File: config.mk
export PLATFORM = sky130hd
export DESIGN_NAME = cart_mapper
export DESIGN_NICKNAME = d
export VERILOG_FILES = /design/src/rtl/cmap_pkg.sv /design/src/rtl/cmap_ctrl_regs.sv /design/src/rtl/cmap_rom_map.sv /design/src/rtl/cmap_ram_map.sv /design/src/rtl/cart_mapper.sv
export SDC_FILE = /design/constraint.sdc
export NUM_CORES = 1
export LEC_CHECK = 0
export BUFFER_PORTS_ARGS = -buffer_cell sky130_fd_sc_hd__buf_2
export CORE_MARGIN = 2
export CORE_UTILIZATION = 35
export CTS_BUF_LIST = sky130_fd_sc_hd__clkbuf_4
export CTS_CLUSTER_SIZE = 40
export DETAILED_ROUTE_END_ITERATION = 16
export PLACE_DENSITY = 0.79
export SLEW_MARGIN = 30
export SYNTH_ARGS = -nofsm -noshare
export SYNTH_HDL_FRONTEND = slang
export SYNTH_SLANG_ARGS = --single-unit
File: constraint.sdc
create_clock -name clk -period 1.5 [get_ports clk]
set_input_delay 0.3 -clock clk [delete_from_list [all_inputs] [get_ports clk]]
set_output_delay 0.3 -clock clk [all_outputs]
set_load 0.01 [all_outputs]
File: src/rtl/cmap_pkg.sv
package cmap_pkg;

  typedef enum logic [1:0] {
    MAP_WIDE    = 2'd0,
    MAP_CLOCKED = 2'd1,
    MAP_NIBBLE  = 2'd2
  } cmap_kind_e;

  localparam int ROM_BANK_W = 9;
  localparam int RAM_BANK_W = 4;
  localparam int ROM_PAGE_W = 14;
  localparam int RAM_PAGE_W = 13;

  localparam logic [RAM_BANK_W-1:0] CLK_BANK_LO = 4'd8;
  localparam logic [RAM_BANK_W-1:0] CLK_BANK_HI = 4'd12;

  typedef struct packed {
    logic                  ram_on;
    logic [ROM_BANK_W-1:0] rom_bank;
    logic [RAM_BANK_W-1:0] ram_bank;
  } cmap_state_t;

endpackage

File: src/rtl/cmap_ctrl_regs.sv
module cmap_ctrl_regs
  import cmap_pkg::*;
#(
  parameter cmap_kind_e KIND = MAP_WIDE
) (
  input  logic        clk,
  input  logic        rst_n,
  input  logic        wr,
  input  logic [3:0]  a_hi,
  input  logic        a_b8,
  input  logic [7:0]  wdata,
  output cmap_state_t st
);

  localparam bit IS_WIDE = (KIND == MAP_WIDE);
  localparam bit IS_NIB  = (KIND == MAP_NIBBLE);

  logic en_hit, lo_hit, hi_hit, rb_hit;

  always_comb begin
    en_hit = wr && (a_hi[3:1] == 3'b000) && !(IS_NIB && a_b8);
    lo_hit = wr && (a_hi[3:1] == 3'b001) &&
             (IS_WIDE ? !a_hi[0] : (!IS_NIB || a_b8));
    hi_hit = wr && IS_WIDE && (a_hi == 4'h3);
    rb_hit = wr && !IS_NIB && (a_hi[3:1] == 3'b010);
  end

  always_ff @(posedge clk or negedge rst_n) begin
    if (!rst_n) begin
      st.ram_on   <= 1'b0;
      st.rom_bank <= ROM_BANK_W'(1);
      st.ram_bank <= '0;
    end else begin
      if (en_hit) st.ram_on <= (wdata[3:0] == 4'hA);
      if (lo_hit) st.rom_bank[7:0] <= wdata;
      if (hi_hit) st.rom_bank[8] <= wdata[0];
      if (rb_hit) st.ram_bank <= wdata[RAM_BANK_W-1:0];
    end
  end

  AST_ENABLE_FOLLOWS_NIBBLE: assert property (@(posedge clk) disable iff (!rst_n)
    (wr && a_hi[3:1] == 3'b000 && !(IS_NIB && a_b8)) |=> (st.ram_on == ($past(wdata[3:0]) == 4'hA)));
  AST_IDLE_HOLD: assert property (@(posedge clk) disable iff (!rst_n)
    !wr |=> $stable(st));
  AST_HIGH_WRITES_IGNORED: assert property (@(posedge clk) disable iff (!rst_n)
    (wr && (a_hi[3] || a_hi[3:1] == 3'b011)) |=> $stable(st));
  AST_NIBBLE_ENABLE_GATED: assert property (@(posedge clk) disable iff (!rst_n)
    (IS_NIB && wr && a_b8) |=> $stable(st.ram_on));

endmodule

File: src/rtl/cmap_rom_map.sv
module cmap_rom_map
  import cmap_pkg::*;
#(
  parameter int ROM_AW = 20
) (
  input  logic                  clk,
  input  logic                  rst_n,
  input  logic [14:0]           addr,
  input  logic [ROM_BANK_W-1:0] bank,
  output logic [ROM_AW-1:0]     rom_addr
);

  localparam int FULL_W = ROM_BANK_W + ROM_PAGE_W;

  always_comb begin
    rom_addr = ROM_AW'(addr[14] ? {bank, addr[ROM_PAGE_W-1:0]}
                                : {{ROM_BANK_W{1'b0}}, addr[ROM_PAGE_W-1:0]});
  end

  generate
    if (ROM_AW < 15 || ROM_AW > FULL_W) begin : g_bad_width
      $error("ROM_AW out of range");
    end
  endgenerate

  AST_FIXED_WINDOW_PASS: assert property (@(posedge clk) disable iff (!rst_n)
    !addr[14] |-> (rom_addr == ROM_AW'(addr[13:0])));

endmodule

File: src/rtl/cmap_ram_map.sv
module cmap_ram_map
  import cmap_pkg::*;
#(
  parameter cmap_kind_e KIND      = MAP_WIDE,
  parameter bit         HAS_RAM   = 1'b1,
  parameter bit         HAS_CLOCK = 1'b0,
  parameter int         RAM_AW    = 15
) (
  input  logic                  clk,
  input  logic                  rst_n,
  input  logic [15:0]           addr,
  input  logic                  rd,
  input  logic                  wr,
  input  logic [7:0]            wdata,
  input  logic [7:0]            ext_rdata,
  input  logic                  ram_on,
  input  logic [RAM_BANK_W-1:0] bank,
  output logic [RAM_AW-1:0]     ram_addr,
  output logic                  ram_cs,
  output logic                  clk_cs,
  output logic [2:0]            clk_idx,
  output logic                  ext_we,
  output logic [7:0]            ext_wdata,
  output logic [7:0]            cpu_rdata
);

  localparam int FULL_W = RAM_BANK_W + RAM_PAGE_W;

  logic in_win, access, to_clock;

  generate
    if (KIND == MAP_CLOCKED && HAS_CLOCK) begin : g_clock
      assign to_clock = (bank >= CLK_BANK_LO) && (bank <= CLK_BANK_HI);
    end else begin : g_noclock
      assign to_clock = 1'b0;
    end
    if (RAM_AW < 1 || RAM_AW > FULL_W) begin : g_bad_width
      $error("RAM_AW out of range");
    end
  endgenerate

  always_comb begin
    in_win    = (addr[15:13] == 3'b101);
    access    = in_win && (rd || wr) && ram_on;
    clk_cs    = access && to_clock;
    ram_cs    = access && !to_clock && HAS_RAM;
    clk_idx   = 3'(bank - CLK_BANK_LO);
    ram_addr  = RAM_AW'({bank, addr[RAM_PAGE_W-1:0]});
    ext_we    = wr && (ram_cs || clk_cs);
    ext_wdata = (KIND == MAP_NIBBLE) ? {4'h0, wdata[3:0]} : wdata;
    cpu_rdata = (rd && (ram_cs || clk_cs)) ? ext_rdata : 8'hFF;
  end

  AST_ONE_TARGET: assert property (@(posedge clk) disable iff (!rst_n)
    !(ram_cs && clk_cs));
  AST_CLOSED_WINDOW_READS_FF: assert property (@(posedge clk) disable iff (!rst_n)
    (in_win && rd && !ram_on) |-> (cpu_rdata == 8'hFF && !ext_we));

endmodule

File: src/rtl/cart_mapper.sv
module cart_mapper
  import cmap_pkg::*;
#(
  parameter cmap_kind_e KIND      = MAP_WIDE,
  parameter int         ROM_AW    = 20,
  parameter int         RAM_AW    = 15,
  parameter bit         HAS_RAM   = 1'b1,
  parameter bit         HAS_CLOCK = 1'b0
) (
  input  logic              clk,
  input  logic              rst_n,
  input  logic [15:0]       cpu_addr,
  input  logic [7:0]        cpu_wdata,
  input  logic              cpu_wr,
  input  logic              cpu_rd,
  input  logic [7:0]        ext_rdata,
  output logic [7:0]        cpu_rdata,
  output logic [ROM_AW-1:0] rom_addr,
  output logic [RAM_AW-1:0] ram_addr,
  output logic              ram_cs,
  output logic              clk_cs,
  output logic [2:0]        clk_idx,
  output logic              ext_we,
  output logic [7:0]        ext_wdata
);

  cmap_state_t st;

  cmap_ctrl_regs #(.KIND(KIND)) u_regs (
    .clk   (clk),
    .rst_n (rst_n),
    .wr    (cpu_wr),
    .a_hi  (cpu_addr[15:12]),
    .a_b8  (cpu_addr[8]),
    .wdata (cpu_wdata),
    .st    (st)
  );

  cmap_rom_map #(.ROM_AW(ROM_AW)) u_rom (
    .clk      (clk),
    .rst_n    (rst_n),
    .addr     (cpu_addr[14:0]),
    .bank     (st.rom_bank),
    .rom_addr (rom_addr)
  );

  cmap_ram_map #(
    .KIND      (KIND),
    .HAS_RAM   (HAS_RAM),
    .HAS_CLOCK (HAS_CLOCK),
    .RAM_AW    (RAM_AW)
  ) u_ram (
    .clk       (clk),
    .rst_n     (rst_n),
    .addr      (cpu_addr),
    .rd        (cpu_rd),
    .wr        (cpu_wr),
    .wdata     (cpu_wdata),
    .ext_rdata (ext_rdata),
    .ram_on    (st.ram_on),
    .bank      (st.ram_bank),
    .ram_addr  (ram_addr),
    .ram_cs    (ram_cs),
    .clk_cs    (clk_cs),
    .clk_idx   (clk_idx),
    .ext_we    (ext_we),
    .ext_wdata (ext_wdata),
    .cpu_rdata (cpu_rdata)
  );

endmodule

======== Word level (Yosys, flattened, before mapping) ========
Cells that the tools add are included.
storage, ports and cells
  register bits after elaboration ......... 10
  bits of input ports ..................... 36
operators by class
  $add $sub $neg .......................... 1
  equality and inequality tests ........... 4
  mux-type cells .......................... 2
  reduce and logical (&&, ||, !) cells .... 11
operators by type and width
  cell                 number
  $mux 20              1
  $logic_and 1x1->1    8
  $mux 8               1
  $eq 4x4->1 const B   1
  $eq 3x1->1 const B   1
  $eq 3x2->1 const B   1
  $eq 3x3->1 const B   1
  $logic_not 3->1      1
  $sub 3x1->3 const B  1
  $logic_not 1->1      1
  $logic_or 1x1->1     1

======== Depth between registers and ports, before layout ========
Gate-level depths: netlist of run 1.
  depth after elaboration ................. 5
  mapped depth ............................ 4
  gate-level depth less buffers ........... 3

======== By module ========
A second synthesis of run 1 with hierarchy kept.
second synthesis, totals
  cell total of the unflattened synthesis .. 97
  area total of the unflattened synthesis .. 1028.5 um^2
modules (own cells, without submodules)
  module          instances  cells each  area an instance (um^2)
  cmap_ctrl_regs  1          34          584.3
  cmap_ram_map    1          43          301.5
  cmap_rom_map    1          20          142.6

======== Least setup slack after synthesis of run 1 ========
Ideal clock, no wire load.
  kind .................................... input to output
  from .................................... in cpu_addr[14]
  to ...................................... out cpu_rdata[0]
  data arrival time ....................... 1117 ps
  data required time ...................... 1200 ps
  setup slack ............................. 83 ps
  cell stages on the path ................. 4
  buffers on the path ..................... 1
  cells stage by stage .................... buf_4 and4b_1 nand2_1 or2_2
on the way
  word-level cells in the longest chain between the ends .. 5
RTL lines
  item                             line                text
  from (decl)                      cart_mapper.sv:12   input logic [15:0] cpu_addr,
  $eq 3x3->1                       cmap_ram_map.sv:43  in_win = (addr[15:13] == 3'b101);
  $logic_and 1x1->1 (2 in series)  cmap_ram_map.sv:44  access = in_win && (rd || wr) && ram_on;
  $logic_and 1x1->1                cmap_ram_map.sv:51  cpu_rdata = (rd && (ram_cs || clk_cs)) ? ext_rdata : 8'hFF;
  $mux 8                           cmap_ram_map.sv:51
  to (decl)                        cart_mapper.sv:17   output logic [7:0] cpu_rdata,
Every way passes these cells.

======== Worst setup path after layout of run 1 ========
  from .................................... reg u_regs.st[13] (netlist name)
  to ...................................... out cpu_rdata[1]
on the way
  word-level cells in the longest chain between the ends .. 3
RTL lines
  item               line
  $logic_and 1x1->1  cmap_ram_map.sv:44
  $logic_and 1x1->1  cmap_ram_map.sv:51
  $mux 8             cmap_ram_map.sv:51
Every way passes these cells.

==> results of run 1 <==
cell families (layout without fill, tap and decap cells):
logic type             after synthesis  after routing
other                                1              1
AOI/OAI and AO/OA                    1              1
and+or+nand+nor                     22             22
muxes                               10             10
buffers and inverters               42             62
DFF                                 10             10
worst reg2reg max path, cell delays in order (launching register included):
cell and delay (ns):
dfrtp_1 0.37, buf_4 0.13, mux2_2 0.24
final cells by class:
class / count / share of cell area, %
clock buffers: 3 / 2.26
clock inverters: 1 / 0.376
multi-input cells: 34 / 31.9
flip-flops and latches: 10 / 25.2
well taps: 28 / 3.51
repair buffers: 58 / 36.8
report_power, final:
group,switching [mW],leakage (nW),internal [mW]
registers,0.0294,0.122,0.331
clock network,0.0868,0.0154,0.0959
logic,0.109,0.384,0.132
how the worst max path moves through the flow:
stage / start / end / cells past startpoint
after floorplan: cpu_addr[14] / cpu_rdata[0] / 4
after global placement: cpu_addr[14] / cpu_rdata[3] / 5
after detailed placement: cpu_addr[14] / cpu_rdata[4] / 5
after CTS: u_regs.st[13] / cpu_rdata[4] / 4
after global routing: u_regs.st[13] / cpu_rdata[1] / 4
final: u_regs.st[13] / cpu_rdata[1] / 4
placed cells by master (no fill, tap or decap):
cell / synthesis / final
and2_1: 7 / 6
and2_4: 0 / 1
and4b_2: 0 / 1
buf_2: 0 / 42
buf_4: 42 / 6
buf_6: 0 / 9
clkbuf_4: 0 / 3
clkinv_1: 0 / 1
conb_1: 1 / 1
dfrtp_1: 9 / 9
dfstp_2: 1 / 1
dlygate4sd3_1: 0 / 1
mux2_2: 10 / 10
nand2_4: 0 / 1
nand2b_2: 1 / 1
nor3_1: 1 / 1
nor3b_1: 1 / 1
nor4b_4: 1 / 1
nor4bb_1: 1 / 1
o21a_1: 1 / 1
or2_4: 0 / 8
layer usage:
layer | vias to the layer above | wire length [um] | GRT usage, %
met1 | 264 | 550 | 11.0
met4 | 0 | 13 | 7.26
met2 | 53 | 1100 | 27.6
met5 | - | 0 | 0
li1 | 275 | - | -
met3 | 4 | 210 | 1.41
repair_timing:
| item | CTS | global route |
|---|---|---|
| cloned | 0 | 0 |
| endpoints found under the setup margin | 10 | 10 |
| hold buffers | 1 | 0 |
| gates resized for setup | 19 | 2 |
| pin swaps | 3 | 2 |
| hold endpoints to repair | 9 | 0 |
| setup buffers | 1 | 0 |
stage by stage:
| step | worst slack [ns] | area (um2) | setup TNS (ns) | hold WS [ns] | power [mW] |
|---|---|---|---|---|---|
| after floorplan | 0.0830 | 853 | 0 | 0.00441 | 0.607 |
| after global placement | -0.0197 | 866 | -0.0408 | 0.164 | 0.590 |
| after detailed placement | -0.0517 | 866 | -0.314 | 0.171 | 0.604 |
| after CTS | -0.117 | 991 | -0.904 | 0.279 | 0.800 |
| after global routing | -0.167 | 997 | -1.48 | 0.290 | 0.844 |
| final | -0.0990 | 997 | -0.824 | 0.287 | 0.784 |
==> out/results.tsv, run 1 <==
stage	metric	value	unit
routing	wl	1870	um
final_layout	drive_gt1_share	79.2	%
power_and_ir_drop	ir_drop	0.704	mV
final_layout	multi_input_area	318	um2
yosys	syn_nets	122	
die	fp.dieH	53.4	um
clock_tree	cts_buffer_depth	2	
sta	setup_viol	10	
yosys	syn_area_per_cell	9.92	um2
yosys	ys_ff_latch	10	
critical_path	r2r_start	u_regs.st[13]	
yosys	yosys.area.top_type_share	37.0	%
critical_path	path_delay_family	simple AND/OR/NAND/NOR gates	
worst_hold_path	hp-start	cpu_wdata[5]	
critical_path	reg2reg_slack	0.65	ns
worst_hold_path	hold_depth	2	
yosys	netlist_top_cells_count	buf_4 (42), mux2_2 (10), dfrtp_1 (9)	
sta	clock.fmax	625	MHz
die	num_rows	17	
placement	portBuffers	51	
power_and_ir_drop	p_leak	0.521	nW
yosys	ys_types	15	
clock_tree	numCtsBuffers	3	
worst_hold_path	hold_end	u_regs.st[9]	
die	ioPinCount	93	
clock_tree	cts.sinks	10	
critical_path	crit_path_end_kind	primary output	
placement	gp_congestion	0.665	
yosys	yosys.area.top_type	buf_4	
critical_path	reg2reg_depth	2	
die	start_util	37.8	%
yosys	yosysSeqAreaShare	29.5	%
yosys	yosys-mux-area-fraction	13.2	%
critical_path	critPathBufInv	1	
yosys	netlist_area	853	um2
final_layout	fin_cells	134	
yosys	synth_edf_count	0	
run_status	status	finished, violations left	
critical_path	cp_slowest_cell	dfrtp_1	
routing	drt_iter0_drc	4	
final_layout	diodes	0	
yosys	synth_xor_area_share	0	%
global_route	grt_max_degree	11	
critical_path	cpPeakStageDelay	0.34	ns
routing	drtPass1Iterations	2	
sta	final_hold_viol_count	0	
yosys	synth_top_family_by_area	buffers and inverters	
critical_path	r2r_end	u_regs.st[13]	
critical_path	required	1.20	ns
final_layout	fillers	227	
routing	vias_per_cell	4.45	
routing	wl_per_cell	13.9	um
sta	slew_violations	0	
yosys	synth_ff_type	dfrtp_1	
final_layout	fin_util	44.2	%
placement	dp.cells	128	
global_route	grt_pass1_wl	2550	um
placement	dp_hpwl	1620	um
critical_path	crit_fanout	8	
routing	route.detailed.drc	0	
routing	ant_nets	0	
clock_tree	cts_tree	done	
critical_path	arrival	1.30	ns
yosys	netlist_top_cells_area	buf_4 (37%), dfrtp_1 (26%), mux2_2 (13%)	
final_layout	regArea	251	um2
job	max-cap-violations	0	
yosys	yosysMostFrequentCell	buf_4	
worst_hold_path	min_path_type	input pin to flop	
power_and_ir_drop	power_density	786	nW/um2
final_layout	area_growth	16.9	%
clock_tree	clk_latency	0.26	ns
die	dieArea	2850	um2
sta	fin_ws	-0.0990	ns
yosys	synthCells	86	
final_layout	largest_reg_flops	10	
run_status	violations	setup timing	
yosys	synth_compound_area_share	0.880	%
clock_tree	clk_pin_slew_worst_paths	0.06	ns
global_route	grt_overflow	0	
routing	via_count	596	
sta	fin_crit	1.60	ns
yosys	yosysWarnings	0	
clock_tree	cts-root-buf	clkbuf_4	
clock_tree	htreeDepth	1	
yosys	synth_adder_area_share	0	%
sta	grt_setup_unrepaired	yes	
final_layout	top_register	u_regs.st	
sta	finalClockSkew	0	ns
global_route	track_usage	13.0	%
sta	fin_crit_sh	107	%
final_layout	largestRegisters	u_regs.st: 10 flops	
global_route	antenna_found_initial	0	
yosys	async_reset_ff_share	100	%
global_route	grt_pass1_vias	597	
yosys	synthSimpleGateAreaFrac	19.1	%
critical_path	crit_chain	and4b_2 > nand2_4 > or2_4 > buf_6	
critical_path	path_class	flop to primary output	
die	core_region_area	2250	um2
critical_path	start_kind	flop	
final_layout	num-nets-final	143	
die	die_w	53.4	um
(Power assumes the default switching activity.)
==> run 2: changes to the inputs <==
Settings changed: BUFFER_PORTS_ARGS -buffer_cell sky130_fd_sc_hd__buf_2 to -buffer_cell sky130_fd_sc_hd__buf_4.
==> run 2 against run 1 <==
Largest power group unchanged. Critical endpoint is now cpu_rdata[3]. Utilization up 4.5 points. The run still ends with setup timing left. Register-to-register slack improved by 0.07 ns. Critical path depth is the same. Combinational power up 21%. Sequential power about the same. Cell area grew 10%. First-iteration DRC count down 75%. Hold slack lost 0.0020 ns.
==> out/results.tsv, run 2 (synthesized netlist as in run 1, its figures left out) <==
stage	metric	value	unit
global_route	grt_pass1_vias	585	
routing	route.detailed.drc	0	
die	start_util	37.8	%
job	max-cap-violations	0	
final_layout	num-nets-final	142	
final_layout	largest_reg_flops	10	
critical_path	path_class	flop to primary output	
die	ioPinCount	93	
clock_tree	htreeDepth	1	
critical_path	crit_path_end_kind	primary output	
clock_tree	cts_tree	done	
placement	dp.cells	128	
run_status	violations	setup timing	
die	fp.dieH	53.4	um
routing	ant_nets	0	
routing	wl	1940	um
placement	portBuffers	51	
sta	finalClockSkew	0	ns
final_layout	area_growth	28.7	%
routing	via_count	606	
global_route	grt_overflow	0	
critical_path	reg2reg_slack	0.72	ns
global_route	grt_pass1_wl	2720	um
clock_tree	numCtsBuffers	3	
clock_tree	post_cts_buffers	0	
sta	final_hold_viol_count	0	
worst_hold_path	hold_depth	2	
worst_hold_path	hold_end	u_regs.st[8]	
critical_path	reg2reg_depth	1	
critical_path	r2r_end	u_regs.st[1]	
critical_path	r2r_start	u_regs.st[1]	
clock_tree	clk_pin_slew_worst_paths	0.06	ns
global_route	antenna_found_initial	0	
final_layout	fin_cells	133	
routing	vias_per_cell	4.56	
die	die_w	53.4	um
global_route	track_usage	13.5	%
die	num_rows	17	
critical_path	required	1.20	ns
power_and_ir_drop	p_leak	0.547	nW
power_and_ir_drop	finalPower	840	uW
worst_hold_path	hp-start	cpu_wdata[4]	
clock_tree	clk_latency	0.26	ns
final_layout	final_common_cell	buf_4	
clock_tree	cts-root-buf	clkbuf_4	
global_route	grt_max_degree	11	
final_layout	largestRegisters	u_regs.st: 10 flops	
sta	clock.fmax	623	MHz
run_status	status	finished, violations left	
power_and_ir_drop	power_density	765	nW/um2
die	core_region_area	2250	um2
clock_tree	cts_buffer_depth	2	
final_layout	top_register	u_regs.st	
die	dieArea	2850	um2
clock_tree	cts.sinks	10	
sta	fin_hold_ws	0.285	ns
sta	slew_violations	0	
sta	fin_crit	1.61	ns
final_layout	fillers	221	
sta	setup_viol	10	
final_layout	final_cell_mix	buf_4 (46), mux2_2 (10), buf_6 (10), dfrtp_1 (9), or2_4 (8)	
routing	drtPass1Iterations	2	
sta	grt_setup_unrepaired	yes	
critical_path	arrival	1.31	ns
power_and_ir_drop	ir_drop	0.590	mV
final_layout	diodes	0	
critical_path	start_kind	flop	
sta	fin_crit_sh	107	%
critical_path	crit_fanout	8	
routing	drt_iter0_drc	1	
final_layout	drive_gt1_share	79.0	%
placement	gp_congestion	0.653	
sta	fin_ws	-0.106	ns
worst_hold_path	min_path_type	input pin to flop	
routing	wl_per_cell	14.6	um
## run 2: changes by cell type in the layout (fill, tap and decap cells not counted)
| cell | delta |
|---|---|
| buf_4 | +40 |
| buf_2 | -42 |
| buf_6 | +1 |
## run 2: how the worst max path moves through the flow
| stage | cells past startpoint | endpoint | start | slack, ns |
|---|---|---|---|---|
| 2_1_floorplan | 4 | cpu_rdata[0] | cpu_addr[14] | 0.08 |
| 3_3_place_gp | 5 | cpu_rdata[3] | cpu_addr[14] | -0.03 |
| 3_5_place_dp | 5 | cpu_rdata[3] | cpu_addr[14] | -0.06 |
| 4_1_cts | 4 | cpu_rdata[0] | u_regs.st[13] | -0.14 |
| 5_1_grt | 4 | cpu_rdata[3] | u_regs.st[13] | -0.17 |
| 6_report | 4 | cpu_rdata[3] | u_regs.st[13] | -0.11 |
## run 2: critical path, stage by stage, from the launching register on
cell and delay, ns:
dfrtp_1 0.34, and4b_2 0.27, nand2_4 0.08, or2_4 0.24, buf_6 0.12
## run 2: metrics by stage
step	instance area (um2)	TNS, ns	utilization [%]	setup slack, ns
6_report	1100	-0.918	48.7	-0.106
5_1_grt	1100	-1.54	48.7	-0.170
4_1_cts	1090	-0.983	48.4	-0.136
3_5_place_dp	993	-0.405	44.1	-0.0623
3_3_place_gp	993	-0.136	44.1	-0.0337
2_1_floorplan	853	0	-	0.0830
## run 2: what timing repair did
item | CTS | global route
hold endpoints to repair | 9 | 0
cloned | 0 | 0
pin swaps | 4 | 3
gates resized for setup | 20 | 2
hold buffers | 1 | 0
setup endpoints to repair | 10 | 10
## run 2: routing by layer
| metal | GRT usage [%] | vias up | share of wire (%) |
|---|---|---|---|
| met4 | 3.42 | 0 | 0.67 |
| met2 | 28.4 | 53 | 59 |
| met5 | 0 | - | 0 |
| met3 | 2.54 | 4 | 12 |
| met1 | 12.7 | 279 | 28 |
| li1 | - | 270 | - |
## run 2: area by class of cell
type	count	area (um2)	area share [%]
clock buffers	3	22.5	2.05
clock inverters	1	3.75	0.342
multi-input cells	34	318	28.9
flip-flops and latches	10	251	22.9
well taps	28	35.0	3.19
repair buffers	57	468	42.6
## run 2: report_power, final
group	switching (mW)	internal, mW	leakage [nW]	total [mW]
combinational	0.111	0.179	0.410	0.290
clock	0.0920	0.0960	0.0154	0.188
sequential	0.0310	0.331	0.122	0.362
total	0.234	0.606	0.547	0.840
==> run 3: changes to the inputs <==
==> constraint.sdc (replaced) <==
create_clock -name clk -period 1.5 [get_ports clk]
set_input_delay 0.15 -clock clk [delete_from_list [all_inputs] [get_ports clk]]
set_output_delay 0.15 -clock clk [all_outputs]
set_load 0.01 [all_outputs]
==> run 3 against run 2 <==
The run now ends clean. Sequential share of layout area rose by 0.78 points. Final cell count decreased by 3.0%. Utilization shrank 1.6 points. Global-route usage is essentially flat. Hold slack worse by 0.14 ns. First-iteration DRC count up 100%. Largest cell class unchanged. Largest power group unchanged.
==> out/results.tsv, run 3 (synthesized netlist as in run 1, its figures left out) <==
stage	metric	value	unit
run_status	status	finished, final reports clean	
final_layout	final_common_cell	buf_4	
sta	setup_viol	0	
routing	drt_iter0_drc	2	
critical_path	cpPeakStageDelay	0.33	ns
final_layout	largestRegisters	u_regs.st: 10 flops	
sta	grt_setup_unrepaired	yes	
power_and_ir_drop	p_leak	0.527	nW
final_layout	final_cell_mix	buf_4 (44), mux2_2 (10), dfrtp_1 (9), or2_4 (8), buf_6 (8)	
final_layout	area_growth	24.5	%
worst_hold_path	min_path_type	input pin to flop	
final_layout	top_register	u_regs.st	
final_layout	diodes	0	
die	start_util	37.8	%
final_layout	num-nets-final	138	
die	num_rows	17	
placement	place_ws	0.0795	ns
worst_hold_path	hold_depth	2	
power_and_ir_drop	swShare	26.5	%
sta	fin_crit	1.46	ns
clock_tree	cts.sinks	10	
placement	gp_congestion	0.653	
power_and_ir_drop	p_clk_share	24.6	%
placement	dpl-instance-area	963	um2
global_route	grt_overflow	0	
global_route	grt_pass1_vias	579	
routing	ant_nets	0	
routing	via_count	590	
die	dieArea	2850	um2
critical_path	cp_slowest_cell	dfrtp_1	
critical_path	path_delay_family	simple AND/OR/NAND/NOR gates	
sta	fin_ws	0.0393	ns
routing	drtPass1Iterations	4	
final_layout	drive_gt1_share	78.2	%
critical_path	arrival	1.31	ns
critical_path	required	1.35	ns
power_and_ir_drop	finalPower	853	uW
critical_path	reg2reg_slack	0.73	ns
placement	dp_hpwl	1600	um
critical_path	critPathBufInv	1	
clock_tree	post_cts_buffers	0	
power_and_ir_drop	p_sw	226	uW
sta	fin_setup_tns	0	ns
global_route	track_usage	13.5	%
clock_tree	htreeDepth	1	
critical_path	path_class	flop to primary output	
clock_tree	clk_latency	0.26	ns
critical_path	crit_chain	and4b_2 > nand2_4 > or2_4 > buf_6	
critical_path	cp_num_cells	4	
global_route	grt_max_degree	11	
critical_path	crit_path_end_kind	primary output	
power_and_ir_drop	p_seq_share	42.3	%
global_route	antenna_found_initial	0	
critical_path	r2r_start	u_regs.st[1]	
routing	route.detailed.drc	0	
die	core_region_area	2250	um2
placement	portBuffers	51	
critical_path	reg2reg_depth	1	
routing	vias_per_cell	4.57	
critical_path	crit_fanout	8	
sta	finalClockSkew	0	ns
power_and_ir_drop	ir_drop	0.654	mV
die	fp.dieH	53.4	um
final_layout	largest_reg_flops	10	
critical_path	r2r_end	u_regs.st[1]	
die	ioPinCount	93	
power_and_ir_drop	power_density	803	nW/um2
power_and_ir_drop	p_int	627	uW
clock_tree	cts_tree	done	
sta	clock.fmax	685	MHz
sta	fin_hold_ws	0.141	ns
routing	wl_per_cell	14.6	um
sta	fin_crit_sh	97.4	%
routing	wl	1890	um
final_layout	fin_area	1060	um2
worst_hold_path	hp-start	cpu_wdata[3]	
clock_tree	clk_pin_slew_worst_paths	0.07	ns
clock_tree	cts-root-buf	clkbuf_4	
clock_tree	cts_buffer_depth	2	
global_route	grt_pass1_wl	2620	um
worst_hold_path	hold_end	u_regs.st[7]	
job	max-cap-violations	0	
critical_path	start_kind	flop	
clock_tree	numCtsBuffers	3	
die	die_w	53.4	um
sta	slew_violations	0	
sta	final_hold_viol_count	0	
power_and_ir_drop	power_frac_comb	33.1	%
## run 3: cell types whose count changed in the layout (fill, tap and decap cells not counted), sizes merged
cell	change
buf	-4
clkbuf	+1
clkinv	-1
## run 3: layer usage
layer | routed length [um] | share of wire (%) | vias up | global-route usage, %
li1 | - | - | 264 | -
met1 | 519 | 28 | 261 | 10.9
met2 | 1090 | 57 | 59 | 28.6
met3 | 246 | 13 | 6 | 1.98
met4 | 36 | 1.9 | 0 | 8.55
met5 | 0 | 0 | - | 0
## run 3: stage by stage
step                std cells  utilization, %
floorplan                  86               -
global placement          124            42.7
detailed placement        124            42.7
CTS                       129            46.8
global route              129            47.1
finish                    129            47.1
## run 3: power by group through the flow
stage                     combinational (mW)  clock, mW  sequential, mW
after global placement                 0.275          0           0.365
after CTS                              0.286      0.214           0.362
after floorplan                        0.252          0           0.356
after global routing                   0.307      0.228           0.370
after detailed placement               0.281          0           0.367
final                                  0.282      0.210           0.361
## run 3: worst max path at each step
stage | start | endpoint | slack [ns]
2_1_floorplan | cpu_addr[14] | u_regs.st[5] | 0.31
3_3_place_gp | cpu_addr[15] | u_regs.st[6] | 0.14
3_5_place_dp | cpu_addr[15] | u_regs.st[6] | 0.08
4_1_cts | u_regs.st[13] | cpu_rdata[1] | -0.02
5_1_grt | u_regs.st[13] | cpu_rdata[3] | -0.01
6_report | u_regs.st[13] | cpu_rdata[6] | 0.04
## run 3: repair_timing
action	4_1_cts	5_1_grt
gates resized for setup	17	2
pin swaps	4	4
endpoints found under the setup margin	8	8
endpoints found under the hold margin	10	0
hold buffers	1	0
## run 3: layout make-up
type | instances | area, um2
well taps | 28 | 35.0
fillers | 212 | 1190
clock buffers | 4 | 30.0
repair buffers | 53 | 430
multi-input cells | 34 | 315
flip-flops and latches | 10 | 251
